## src/rtl/mg_pkg.sv

```systemverilog
package mg_pkg;
    localparam int MODE_W = 5;
    localparam int NCLS   = 9;
    localparam int PRIV_W = 2;

    typedef enum logic [MODE_W-1:0] {
        M_USR = 5'b10000,
        M_FIQ = 5'b10001,
        M_IRQ = 5'b10010,
        M_SVC = 5'b10011,
        M_MON = 5'b10110,
        M_ABT = 5'b10111,
        M_HYP = 5'b11010,
        M_UND = 5'b11011,
        M_SYS = 5'b11111
    } mode_e;

    typedef enum logic [PRIV_W-1:0] {
        PL0 = 2'd0,
        PL1 = 2'd1,
        PL2 = 2'd2
    } priv_e;

    // instruction class bit positions
    localparam int C_HVC  = 0;
    localparam int C_SVC  = 1;
    localparam int C_SRS  = 2;
    localparam int C_RFE  = 3;
    localparam int C_LDMX = 4;
    localparam int C_LDMU = 5;
    localparam int C_STMU = 6;
    localparam int C_SUBS = 7;
    localparam int C_ULS  = 8;

    typedef struct packed {
        logic legal;
        logic undef;
        logic unpred;
    } verdict_t;

    localparam verdict_t V_NONE   = 3'b000;
    localparam verdict_t V_LEGAL  = 3'b100;
    localparam verdict_t V_UNDEF  = 3'b010;
    localparam verdict_t V_UNPRED = 3'b001;

    function automatic logic mode_known(input logic [MODE_W-1:0] m);
        case (m)
            M_USR, M_FIQ, M_IRQ, M_SVC, M_MON,
            M_ABT, M_HYP, M_UND, M_SYS: return 1'b1;
            default:                    return 1'b0;
        endcase
    endfunction

    function automatic logic exc_target(input logic [MODE_W-1:0] m);
        return mode_known(m) && (m != M_USR) && (m != M_SYS);
    endfunction

    function automatic priv_e priv_of(input logic [MODE_W-1:0] m);
        if (m == M_HYP)      return PL2;
        else if (m == M_USR) return PL0;
        else                 return PL1;
    endfunction
endpackage

```

## src/rtl/mg_state.sv

```systemverilog
module mg_state
    import mg_pkg::*;
(
    input  logic              clk,
    input  logic              rst,
    input  logic              upd,
    input  logic [MODE_W-1:0] nxt_mode,
    input  logic              nxt_ns,
    output logic [MODE_W-1:0] mode_q,
    output logic              ns_q
);
    logic in_hyp;
    assign in_hyp = (mode_q == M_HYP);

    always_ff @(posedge clk) begin
        if (rst) begin
            mode_q <= M_SVC;
            ns_q   <= 1'b0;
        end else if (upd) begin
            mode_q <= nxt_mode;
            ns_q   <= nxt_ns;
        end
    end

    // Hyp exists only in non-secure state
    assert_hyp_nonsecure_R12: assert property (@(posedge clk) disable iff (rst)
        in_hyp |-> ns_q);

    // register never holds an unknown encoding
    assert_mode_known_R2: assert property (@(posedge clk) disable iff (rst)
        mode_known(mode_q));

    // Hyp reached only from non-secure state or from Monitor
    assert_hyp_source_R7: assert property (@(posedge clk) disable iff (rst)
        $rose(in_hyp) |-> ($past(ns_q) || ($past(mode_q) == M_MON)));
endmodule

```

## src/rtl/mg_insn_rules.sv

```systemverilog
module mg_insn_rules
    import mg_pkg::*;
(
    input  logic              clk,
    input  logic              rst,
    input  logic [MODE_W-1:0] mode,
    input  logic              ns,
    input  logic              hce,
    input  logic [NCLS-1:0]   cls,
    input  logic              imm_zero,
    output verdict_t          v,
    output logic [MODE_W-1:0] tgt
);
    logic  in_hyp;
    priv_e pl;
    logic  hyp_forbidden;

    assign in_hyp = (mode == M_HYP);
    assign pl     = priv_of(mode);
    assign hyp_forbidden = cls[C_SRS] | cls[C_RFE] | cls[C_LDMX] |
                           cls[C_LDMU] | cls[C_STMU];

    always_comb begin
        v   = V_LEGAL;
        tgt = mode;
        if (cls[C_HVC]) begin
            tgt = M_HYP;
            if (!ns || pl == PL0)
                v = V_UNDEF;
            else if (!hce)
                v = in_hyp ? V_UNPRED : V_UNDEF;
        end else if (cls[C_SVC]) begin
            tgt = in_hyp ? M_HYP : M_SVC;
        end else if (hyp_forbidden) begin
            if (in_hyp) v = V_UNDEF;
        end else if (cls[C_SUBS]) begin
            if (in_hyp && !imm_zero) v = V_UNDEF;
        end else if (cls[C_ULS]) begin
            if (in_hyp) v = V_UNPRED;
        end else begin
            v = V_NONE;
        end
    end

    // a hypervisor call from User is never accepted
    assert_hvc_user_R3: assert property (@(posedge clk) disable iff (rst)
        (cls[C_HVC] && mode == M_USR) |-> !v.legal);
endmodule

```

## src/rtl/mg_xfer_rules.sv

```systemverilog
module mg_xfer_rules
    import mg_pkg::*;
(
    input  logic              is_entry,
    input  logic [MODE_W-1:0] mode,
    input  logic              ns,
    input  logic              cfg_ns,
    input  logic [MODE_W-1:0] req,
    output verdict_t          v,
    output logic [MODE_W-1:0] tgt,
    output logic              nxt_ns
);
    logic in_hyp;
    assign in_hyp = (mode == M_HYP);

    always_comb begin
        v = V_LEGAL;
        if (is_entry) begin
            tgt    = (in_hyp && req != M_MON) ? M_HYP : req;
            nxt_ns = (tgt == M_MON) ? 1'b0 : ns;
            if (!exc_target(req))
                v = V_UNPRED;
            else if (tgt == M_HYP && !in_hyp && !ns)
                v = V_UNPRED;
        end else begin
            tgt    = req;
            nxt_ns = (mode == M_MON) ? cfg_ns : ns;
            if (mode == M_USR || !mode_known(req))
                v = V_UNPRED;
            else if (req == M_HYP && (!cfg_ns || (ns && !in_hyp) || !nxt_ns))
                v = V_UNPRED;
            else if (req == M_MON && nxt_ns)
                v = V_UNPRED;
        end
    end
endmodule

```

## src/rtl/mode_guard.sv

```systemverilog
module mode_guard
    import mg_pkg::*;
(
    input  logic              clk,
    input  logic              rst,
    input  logic              cfg_ns,
    input  logic              cfg_hce,
    input  logic [NCLS-1:0]   insn_cls,
    input  logic              subs_imm_zero,
    input  logic              exc_entry,
    input  logic              exc_return,
    input  logic [MODE_W-1:0] req_mode,
    output logic [PRIV_W-1:0] priv,
    output logic [MODE_W-1:0] cur_mode,
    output logic              cur_ns,
    output logic              legal,
    output logic              undef,
    output logic              unpred,
    output logic [MODE_W-1:0] tgt_mode
);
    verdict_t          iv, xv, vd;
    logic [MODE_W-1:0] it, xt;
    logic              x_ns;
    logic              multi;
    logic              req_any;
    logic              upd;

    assign multi   = ($countones({insn_cls, exc_entry, exc_return}) > 1);
    assign req_any = exc_entry | exc_return;

    mg_state u_state (
        .clk      (clk),
        .rst      (rst),
        .upd      (upd),
        .nxt_mode (tgt_mode),
        .nxt_ns   (x_ns),
        .mode_q   (cur_mode),
        .ns_q     (cur_ns)
    );

    mg_insn_rules u_insn (
        .clk      (clk),
        .rst      (rst),
        .mode     (cur_mode),
        .ns       (cur_ns),
        .hce      (cfg_hce),
        .cls      (insn_cls),
        .imm_zero (subs_imm_zero),
        .v        (iv),
        .tgt      (it)
    );

    mg_xfer_rules u_xfer (
        .is_entry (exc_entry),
        .mode     (cur_mode),
        .ns       (cur_ns),
        .cfg_ns   (cfg_ns),
        .req      (req_mode),
        .v        (xv),
        .tgt      (xt),
        .nxt_ns   (x_ns)
    );

    always_comb begin
        if (multi) begin
            vd       = V_UNPRED;
            tgt_mode = cur_mode;
        end else if (req_any) begin
            vd       = xv;
            tgt_mode = xt;
        end else begin
            vd       = iv;
            tgt_mode = it;
        end
    end

    assign upd    = req_any && !multi && vd.legal;
    assign legal  = vd.legal;
    assign undef  = vd.undef;
    assign unpred = vd.unpred;
    assign priv   = priv_of(cur_mode);

    assert_one_verdict_R11: assert property (@(posedge clk) disable iff (rst)
        $onehot0({legal, undef, unpred}));

    assert_flagged_hold_R10: assert property (@(posedge clk) disable iff (rst)
        (req_any && !legal) |=> ($stable(cur_mode) && $stable(cur_ns)));

    assert_insn_hold_R10: assert property (@(posedge clk) disable iff (rst)
        ((|insn_cls) && !req_any) |=> ($stable(cur_mode) && $stable(cur_ns)));
endmodule

```

## config.mk

```make
export PLATFORM = sky130hd
export DESIGN_NAME = mode_guard
export DESIGN_NICKNAME = d
export VERILOG_FILES = /design/src/rtl/mg_pkg.sv /design/src/rtl/mg_state.sv /design/src/rtl/mg_insn_rules.sv /design/src/rtl/mg_xfer_rules.sv /design/src/rtl/mode_guard.sv
export SDC_FILE = /design/constraint.sdc
export NUM_CORES = 1
export LEC_CHECK = 0
export CAP_MARGIN = 20
export CORE_MARGIN = 2
export CORE_UTILIZATION = 44
export DETAILED_ROUTE_END_ITERATION = 8
export PLACE_DENSITY = 0.9
export SYNTH_ARGS = -nofsm -noshare
export SYNTH_HDL_FRONTEND = slang
export SYNTH_SLANG_ARGS = --single-unit
```

## constraint.sdc

```tcl
create_clock -name clk -period 7.3 [get_ports clk]
set_clock_uncertainty 0.05 [all_clocks]
set_input_delay 1.46 -clock clk [delete_from_list [all_inputs] [get_ports clk]]
set_output_delay 1.46 -clock clk [all_outputs]
set_load 0.05 [all_outputs]
```

==> flow_summary.ini, run 1 <==
[outcome]
status = finished, final reports clean

[floorplanning]
io_pins = 37
row_count = 17
die-area_um2 = 2640
initial_core_util_pct = 45.5
die_h_um = 51.4
fp.dieW_um = 51.4
core-area_um2 = 2170

[route]
wl_per_cell_um = 14.8
drtAntennaViolNets = 0
dr.pass1.iters = 4
vias = 1115
drtIter0Drc = 26
via_per_inst = 5.75
drc_errors = 0
drt-total-wl_mm = 2.86

[worst_setup_path]
start_kind = primary input
critPathRequiredTime_ns = 5.79
cp_common_cell = fa_1
cp.arrival_ns = 5.57
cp_top_family = adder cells
worstPathCellList = clkdlybuf4s50_1 > inv_1 > fa_1 > fa_1 > fa_1 > fa_1 > fa_1 > nand2b_1 > o41ai_2 > buf_4 > nand2_1 > nor2_4 > a21o_1 > buf_12
crit_buf_inv = 4
crit_type = in -> out
cp_slowest_stage_delay_ns = 0.54
cpMaxStageDelayCell = clkdlybuf4s50_1
cp-end-kind = output port
path_max_fanout = 10

[final_layout]
final_cells = 194
nets = 197
synthToLayoutAreaGrowth_pct = 48.9
n_antenna_cell = 0
drive_gt1_share_pct = 15.7

[clocking]
clock_sinks = 6
root_buffer = clkbuf_4
post-cts-setup-buffer-count = 0
clock_path_buffers = 2
clk_latency_ns = 0.25
clk_pin_slew_worst_paths_ns = 0.04
cts-buffers-inserted = 3
htree_levels = 1
cts_tree = yes

[yosys]
synth_warnings = 0
synthesis.area_um2 = 987
yosysUniqueCellTypes = 49
synth.area.mux_share_pct = 2.03
synthFlopType = dfxtp_1
synth_xor_area_share_pct = 0
ys_seq_area_share_pct = 12.2
synth-simple-area-share_pct = 30.2
synth-compound-area-share_pct = 29.4
synthArstFlopShare_pct = 0
synthTopCellsByArea = fa_1 14%, dfxtp_1 12%, inv_1 7.6%, nor2_1 4.9%, a211oi_1 3.8%
ys_top_cells_by_count = 20 x inv_1, 13 x nor2_1, 9 x nand2_1
synth.top_cell.area_share_pct = 14.2
yosysTopAreaCell = fa_1
synthCells = 129
synth_most_common_cell = inv_1
synth_nets = 158
synth-edff-count = 0
synth_top_family_by_area = simple AND/OR/NAND/NOR gates
synth.ff_latch_count = 6
synthAdderAreaFrac_pct = 15.5
syn_avg_cell_area_um2 = 7.65

[sta]
fin_tns_setup_ns = 0
rsz0062_at_grt = false
slew_headroom_pct = 64.7
hold_viol = 0
worstMarginPinSlew_ns = 0.529
hold_ws_ns = 0.512
slew_violations = 0
setup_viol = 0
period_needed_ns = 7.08
period_share_pct = 97.0
max_freq_mhz = 141

[grt]
overflow = 0
grt_pass1_vias = 1118
track_usage_pct = 23.0
antenna_found_initial = 0
grt_max_degree = 11
grt_pass1_wl_mm = 4.64

[run]
cap_violations = 0

[pwr]
power.density_nw_per_um2 = 207
p_leak_nw = 0.605
ir_drop_uv = 162

[placed_design]
dpl.hpwl_mm = 2.21
io_buffer_count = 36
placedCellCount = 191
gp_congestion = 0.854

[worst_hold_path]
hold_path.class = reg -> reg
per-stage QoR:
| stage | total power, W | worst slack, ns | cell area, um2 | util (%) |
|---|---|---|---|---|
| global route | 0.000325 | 0.0667 | 1470 | 67.8 |
| CTS | 0.000298 | 0.0733 | 1450 | 66.7 |
| detailed placement | 0.000265 | 0.0822 | 1430 | 65.7 |
| floorplan | 0.000179 | 0.250 | 987 | - |
| finish | 0.000305 | 0.218 | 1470 | 67.8 |
| global placement | 0.000259 | 0.200 | 1430 | 65.7 |
cells in the final DEF (no fill, tap or decap), types with 2 or more instances in the layout:
master,n
clkdlybuf4s50_1,27
inv_1,20
nor2_1,12
nand2_1,9
fa_1,7
buf_12,6
dfxtp_1,6
o21ai_0,5
a211oi_1,5
nand3_1,4
buf_4,4
nand2b_1,3
nand3b_1,3
o21ai_1,3
a21oi_1,3
clkbuf_4,3
nor2b_1,2
nand3_2,2
and2_4,2
o211a_1,2
a2bb2oi_1,2
a21o_1,2
or3_4,2
nor4_1,2
mux2i_1,2
final cells by class:
cell class / count / area, um2
Clock buffer: 3 / 22.5
Sequential cell: 6 / 120
Timing Repair Buffer: 38 / 433
Inverter: 21 / 78.8
Fill cell: 185 / 699
Multi-Input combinational cell: 98 / 781
Tap cell: 28 / 35.0
logic make-up after synthesis:
family / count (synthesis)
AND/OR/NAND/NOR: 52
adder cells (fa/ha/maj): 8
buffers and inverters: 25
AO/OA/AOI/OAI: 36
multiplexers: 2
flip-flops: 6
per-layer routing:
| metal | global-route usage [%] | vias to the layer above | share of wire, % |
|---|---|---|---|
| li1 | - | 533 | - |
| met1 | 28.3 | 504 | 42 |
| met2 | 37.4 | 69 | 48 |
| met3 | 3.80 | 9 | 7.4 |
| met4 | 13.6 | 0 | 2.8 |
| met5 | 0 | - | 0 |
state kept, by name (all words and copies together), names as in the netlist:
register / count
u_state.ns_q: 1
u_state.mode_q: 5
report_power, final:
| part | internal [W] | total, W | switching (W) |
|---|---|---|---|
| Combinational | 0.000103 | 0.000235 | 0.000133 |
| Clock | 0.0000186 | 0.0000311 | 0.0000125 |
| Sequential | 0.0000347 | 0.0000384 | 0.00000369 |
| Total | 0.000156 | 0.000305 | 0.000149 |
path summary, 6_finish.rpt:
| kind | from | endpoint | slack (ns) | depth (start not counted) |
|---|---|---|---|---|
| setup / recovery | insn_cls[1] | tgt_mode[0] | 0.22 | 14 |
| hold / removal | u_state.mode_q[4] | u_state.mode_q[4] | 0.51 | 1 |
| setup reg to reg | u_state.mode_q[1] | u_state.mode_q[4] | 5.10 | 6 |
| hold reg to reg | u_state.mode_q[4] | u_state.mode_q[4] | 0.51 | 1 |
timing repair:
item | 4_1_cts | 5_1_grt
setup endpoints to repair | 0 | 3
gates resized for setup | 0 | 6
hold buffers | 0 | 0
(Power assumes the default switching activity.)
==> run 2: changes to the inputs <==
--- a/config.mk
+++ b/config.mk
@@ -10,6 +10,7 @@
 export CORE_UTILIZATION = 44
 export DETAILED_ROUTE_END_ITERATION = 8
 export PLACE_DENSITY = 0.9
+export SLEW_MARGIN = 15
 export SYNTH_ARGS = -nofsm -noshare
 export SYNTH_HDL_FRONTEND = slang
 export SYNTH_SLANG_ARGS = --single-unit
==> constraint.sdc (replaced) <==
create_clock -name clk -period 6.65 [get_ports clk]
set_clock_uncertainty 0.05 [all_clocks]
set_input_delay 1.33 -clock clk [delete_from_list [all_inputs] [get_ports clk]]
set_output_delay 1.33 -clock clk [all_outputs]
set_load 0.05 [all_outputs]
==> run 2 against run 1 <==
Register-to-register slack got worse by 0.64 ns. Design area up 3.9%. Routed wire length up 13%. Sequential power grew 9.9%. Worst hold slack got worse by 0.0021 ns. Sequential cell count unchanged. Sequential share of layout area is 0.31 points lower. Final cell count rose by 4.6%. Highest routed layer unchanged.
==> flow_summary.ini, run 2 (synthesized netlist as in run 1, its figures left out) <==
[grt]
grt_pass1_vias = 1163
antenna_found_initial = 0
track_usage_pct = 27.8
grt_pass1_wl_mm = 5.44
overflow = 0
grt_max_degree = 11

[clocking]
clk_pin_slew_worst_paths_ns = 0.04
cts-buffers-inserted = 3
htree_levels = 1
clk_latency_ns = 0.24
cts_tree = yes
ctsHoldBuffers = 0
root_buffer = clkbuf_4
clock_path_buffers = 2
clock_sinks = 6

[pwr]
power.density_nw_per_um2 = 236
ir_drop_uv = 182
finalPower_w = 0.000361
p_leak_nw = 0.640

[worst_setup_path]
cp.arrival_ns = 5.08
worstPathCellList = dlygate4sd2_1 > inv_2 > fa_1 > fa_1 > fa_1 > fa_2 > fa_1 > nand2b_1 > o41ai_2 > buf_4 > nand2_1 > nor2_2 > buf_4 > a21oi_2 > buf_12
crit_type = in -> out
path_max_fanout = 8
cpMaxStageDelayCell = fa_1
cp-end-kind = output port
start_kind = primary input
critPathRequiredTime_ns = 5.27
cp_common_cell = fa_1
cp_slowest_stage_delay_ns = 0.54

[final_layout]
synthToLayoutAreaGrowth_pct = 54.8
top_regs = u_state.mode_q: 5 flops, u_state.ns_q: 1 flops
largest_register_ffs = 5
final_common_cell = clkdlybuf4s50_1
n_antenna_cell = 0
regMostFlops = u_state.mode_q
drive_gt1_share_pct = 25.7
mostFrequentLayoutCells = 22 x clkdlybuf4s50_1, 17 x inv_1, 13 x buf_4
nets = 206

[floorplanning]
row_count = 17
die-area_um2 = 2640
core-area_um2 = 2170
fp.dieW_um = 51.4
die_h_um = 51.4
io_pins = 37
initial_core_util_pct = 45.5

[route]
drt-total-wl_mm = 3.23
via_per_inst = 5.77
wl_per_cell_um = 15.9
drtAntennaViolNets = 0
drc_errors = 0
dr.pass1.iters = 4
vias = 1171
drtIter0Drc = 81

[placed_design]
gp_congestion = 0.912
io_buffer_count = 36
dpl.hpwl_mm = 2.66

[sta]
setup_viol = 0
max_freq_mhz = 155
period_needed_ns = 6.46
worstMarginPinSlew_ns = 0.562
rsz0062_at_grt = false
hold_viol = 0
hold_ws_ns = 0.510
period_share_pct = 97.1
slew_headroom_pct = 62.6
slew_violations = 0

[worst_hold_path]
hold_path.class = reg -> reg

[run]
cap_violations = 0

[outcome]
status = finished, final reports clean
==> run 2: cell count changes in the layout (fill, tap and decap cells not counted), sizes merged <==
cell           previous run  this run
dlygate4sd2               0         1
clkdlybuf4s50            27        22
buf                      10        22
clkdlybuf4s15             0         2
dlymetal6s2s              1         0
==> run 2: area by class of cell <==
cell class	instances	area (um2)
timing repair buffer	47	483
fill	177	642
multi-input combinational	98	788
clock buffer	3	22.5
sequential	6	120
tap	28	35.0
inverter	21	78.8
==> run 2: stage by stage <==
stage,setup WS [ns],instances,setup TNS (ns),area [um2],utilization (%)
4_1_cts,0.00137,202,0,1510,69.8
5_1_grt,0.0923,203,0,1530,70.4
3_3_place_gp,-0.0370,199,-0.103,1500,68.9
2_1_floorplan,0.0768,129,0,997,-
3_5_place_dp,-0.193,199,-0.988,1500,68.9
6_report,0.192,203,0,1530,70.4
==> run 2: report_power, final <==
group / internal, W / switching (W)
combinational: 0.000130 / 0.000156
clock: 0.0000204 / 0.0000127
sequential: 0.0000381 / 0.00000412
total: 0.000188 / 0.000173
==> run 2: worst paths after layout <==
check,depth (start not counted),to,slack [ns],from
worst min register to register,2,u_state.mode_q[0],0.51,u_state.mode_q[0]
worst min-delay path,2,u_state.mode_q[0],0.51,u_state.mode_q[0]
worst max register to register,6,u_state.mode_q[4],4.46,u_state.mode_q[1]
worst max-delay path,15,tgt_mode[1],0.19,insn_cls[0]
==> run 2: metal layers <==
layer | global-route usage, % | part of all wire, %
met5 | 0 | 0
met1 | 35.2 | 41
met3 | 3.22 | 6.1
met4 | 11.0 | 0.90
met2 | 47.6 | 52
==> run 2: critical path: cells and delay by family <==
family	cells	cell delay (ns)
adder cells (fa/ha/maj)	5	2.31
buffers and inverters	5	0.81
AND/OR/NAND/NOR	3	0.33
AO/OA/AOI/OAI	2	0.29
==> run 2: timing repair <==
item,4_1_cts,5_1_grt
setup endpoints to repair,7,8
pin swaps,8,4
buffers inserted,0,1
gates cloned,0,0
resized for setup,25,1
==> run 3: changes to the inputs <==
--- a/config.mk
+++ b/config.mk
@@ -9,6 +9,7 @@
 export CORE_MARGIN = 2
 export CORE_UTILIZATION = 44
 export DETAILED_ROUTE_END_ITERATION = 8
+export GPL_TIMING_DRIVEN = 0
 export PLACE_DENSITY = 0.9
 export SLEW_MARGIN = 15
 export SYNTH_ARGS = -nofsm -noshare
==> run 3 against run 2 <==
Die area unchanged. Critical endpoint is now tgt_mode[4]. Design area down 7.0%. Non-clock buffer count fell by 5. Critical path depth decreased by 1. Routed wire length down 5.1%. Maximum frequency barely moved. Register-to-register slack worse by 0.05 ns. Sequential power about the same. Setup slack got worse by 0.0036 ns. Largest cell class unchanged. Via count is 3.2% lower.
==> flow_summary.ini, run 3 (synthesized netlist as in run 1, its figures left out) <==
[outcome]
status = finished, final reports clean

[final_layout]
nets = 201
multi_input_area_um2 = 800
top_regs = u_state.mode_q: 5 flops, u_state.ns_q: 1 flops
n_antenna_cell = 0
mostFrequentLayoutCells = 21 x clkdlybuf4s50_1, 19 x inv_1, 12 x nor2_1
design_area_um2 = 1420
final_common_cell = clkdlybuf4s50_1
drive_gt1_share_pct = 22.9
ff_latch_area_um2 = 120
final_cells = 198
largest_register_ffs = 5
synthToLayoutAreaGrowth_pct = 44.0
regMostFlops = u_state.mode_q
nFillCells = 192

[clocking]
clk_pin_slew_worst_paths_ns = 0.04
clock_path_buffers = 2
htree_levels = 1
ctsHoldBuffers = 0
root_buffer = clkbuf_4
clock_sinks = 6
clk_latency_ns = 0.25
cts_tree = yes
cts-buffers-inserted = 3

[floorplanning]
core-area_um2 = 2170
row_count = 17
die-area_um2 = 2640
io_pins = 37
die_h_um = 51.4
initial_core_util_pct = 45.5
fp.dieW_um = 51.4

[worst_setup_path]
cpMaxStageDelayCell = fa_1
path_max_fanout = 5
critPathRequiredTime_ns = 5.27
r2r_cells = 7
start_kind = primary input
cp.arrival_ns = 5.08
crit_type = in -> out
cp_common_cell = fa_1
cp_slowest_stage_delay_ns = 0.54
cp-end-kind = output port
worstPathCellList = dlygate4sd2_1 > inv_1 > fa_1 > fa_1 > fa_1 > fa_2 > fa_1 > nand2b_1 > o41ai_4 > buf_4 > and2_4 > nor2_1 > a31oi_2 > buf_6
r2r-start = u_state.mode_q[1]
rrSetupSlack_ns = 4.41
rr_endpoint = u_state.mode_q[4]

[pwr]
combPwrFrac_pct = 76.6
ir_drop_uv = 192
power.density_nw_per_um2 = 232
p_sw_share_pct = 52.2
p_clk_share_pct = 10.6
p_seq_share_pct = 12.8
p_switching_w = 0.000172
p_int_w = 0.000157
p_leak_nw = 0.598

[grt]
busiest_layer = met2
grt_max_degree = 11
use_met1_pct = 29.4
grtUsageMet2_pct = 44.0
use_met3_pct = 2.05
track_usage_pct = 24.8
grt_pass1_wl_mm = 4.93
grt_pass1_vias = 1109
antenna_found_initial = 0
overflow = 0

[route]
drt-total-wl_mm = 3.07
vias = 1134
drc_errors = 0
wl_per_cell_um = 15.5
drtIter0Drc = 37
dr.pass1.iters = 4
via_per_inst = 5.73
drtAntennaViolNets = 0

[sta]
period_needed_ns = 6.46
rsz0062_at_grt = false
period_share_pct = 97.2
fin_tns_setup_ns = 0
max_freq_mhz = 155
hold_viol = 0
hold_ws_ns = 0.512
worstMarginPinSlew_ns = 0.523
slew_headroom_pct = 65.0
setup_viol = 0
slew_violations = 0

[run]
cap_violations = 0

[placed_design]
io_buffer_count = 35
dpl.hpwl_mm = 2.39
placedCellCount = 192
placedInstanceArea_um2 = 1380
gp_congestion = 0.914

[worst_hold_path]
hold_path_depth = 2
min-delay-start = u_state.mode_q[0]
min_to = u_state.mode_q[0]
hold_path.class = reg -> reg
run 3: cell count changes in the layout (fill, tap and decap cells not counted), sizes merged:
cell | previous run | this run
clkbuf | 3 | 4
dlygate4sd1 | 0 | 1
buf | 22 | 16
clkdlybuf4s50 | 22 | 21
run 3: worst max-delay path by stage:
| stage | startpoint | end | slack (ns) |
|---|---|---|---|
| floorplan | insn_cls[0] | tgt_mode[2] | 0.08 |
| global placement | insn_cls[0] | tgt_mode[4] | -1.13 |
| detailed placement | insn_cls[0] | tgt_mode[0] | -1.23 |
| CTS | insn_cls[3] | tgt_mode[4] | -0.008 |
| global route | insn_cls[3] | tgt_mode[4] | 0.02 |
| finish | insn_cls[3] | tgt_mode[4] | 0.19 |
run 3: worst max-delay path, delay by kind of cell:
kind / cells / cell delay, ns
adder cells (fa/ha/maj): 5 / 2.31
AND/OR/NAND/NOR: 3 / 0.32
buffers and inverters: 4 / 0.70
AO/OA/AOI/OAI: 2 / 0.42
run 3: through the flow:
stage / setup slack [ns] / utilization (%) / power [W]
finish: 0.188 / 65.5 / 0.000330
global route: 0.0169 / 65.5 / 0.000350
CTS: -0.00782 / 65.5 / 0.000331
global placement: -1.13 / 63.7 / 0.000260
floorplan: 0.0768 / - / 0.000198
detailed placement: -1.23 / 63.7 / 0.000268
run 3: cell type report:
cell class / instances / share of cell area (%)
buffer: 4 / 1.94
clock buffer: 3 / 1.58
inverter: 21 / 5.55
multi-input combinational: 98 / 56.3
sequential: 6 / 8.45
tap: 28 / 2.46
timing repair buffer: 38 / 23.8
run 3: what timing repair did:
item                                    4_1_cts  5_1_grt
endpoints found under the hold margin         0        0
setup buffers                                 2        0
endpoints found under the setup margin        8        8
cloned                                        1        0
gates resized for setup                      74        0
pin swaps                                    10        3
run 3: power groups by stage:
stage	logic (W)	registers, W	clock network (W)
6_report	0.000253	0.0000422	0.0000348
5_1_grt	0.000269	0.0000425	0.0000384
4_1_cts	0.000252	0.0000421	0.0000366
3_5_place_dp	0.000225	0.0000425	0
3_3_place_gp	0.000218	0.0000424	0
2_1_floorplan	0.000150	0.0000485	0
run 3: routing by layer:
layer,vias up,wire length (um),part of all wire (%)
li1,543,-,-
met1,537,1270,41
met2,40,1570,51
met3,14,114,3.7
met4,0,108,3.5
met5,-,0,0
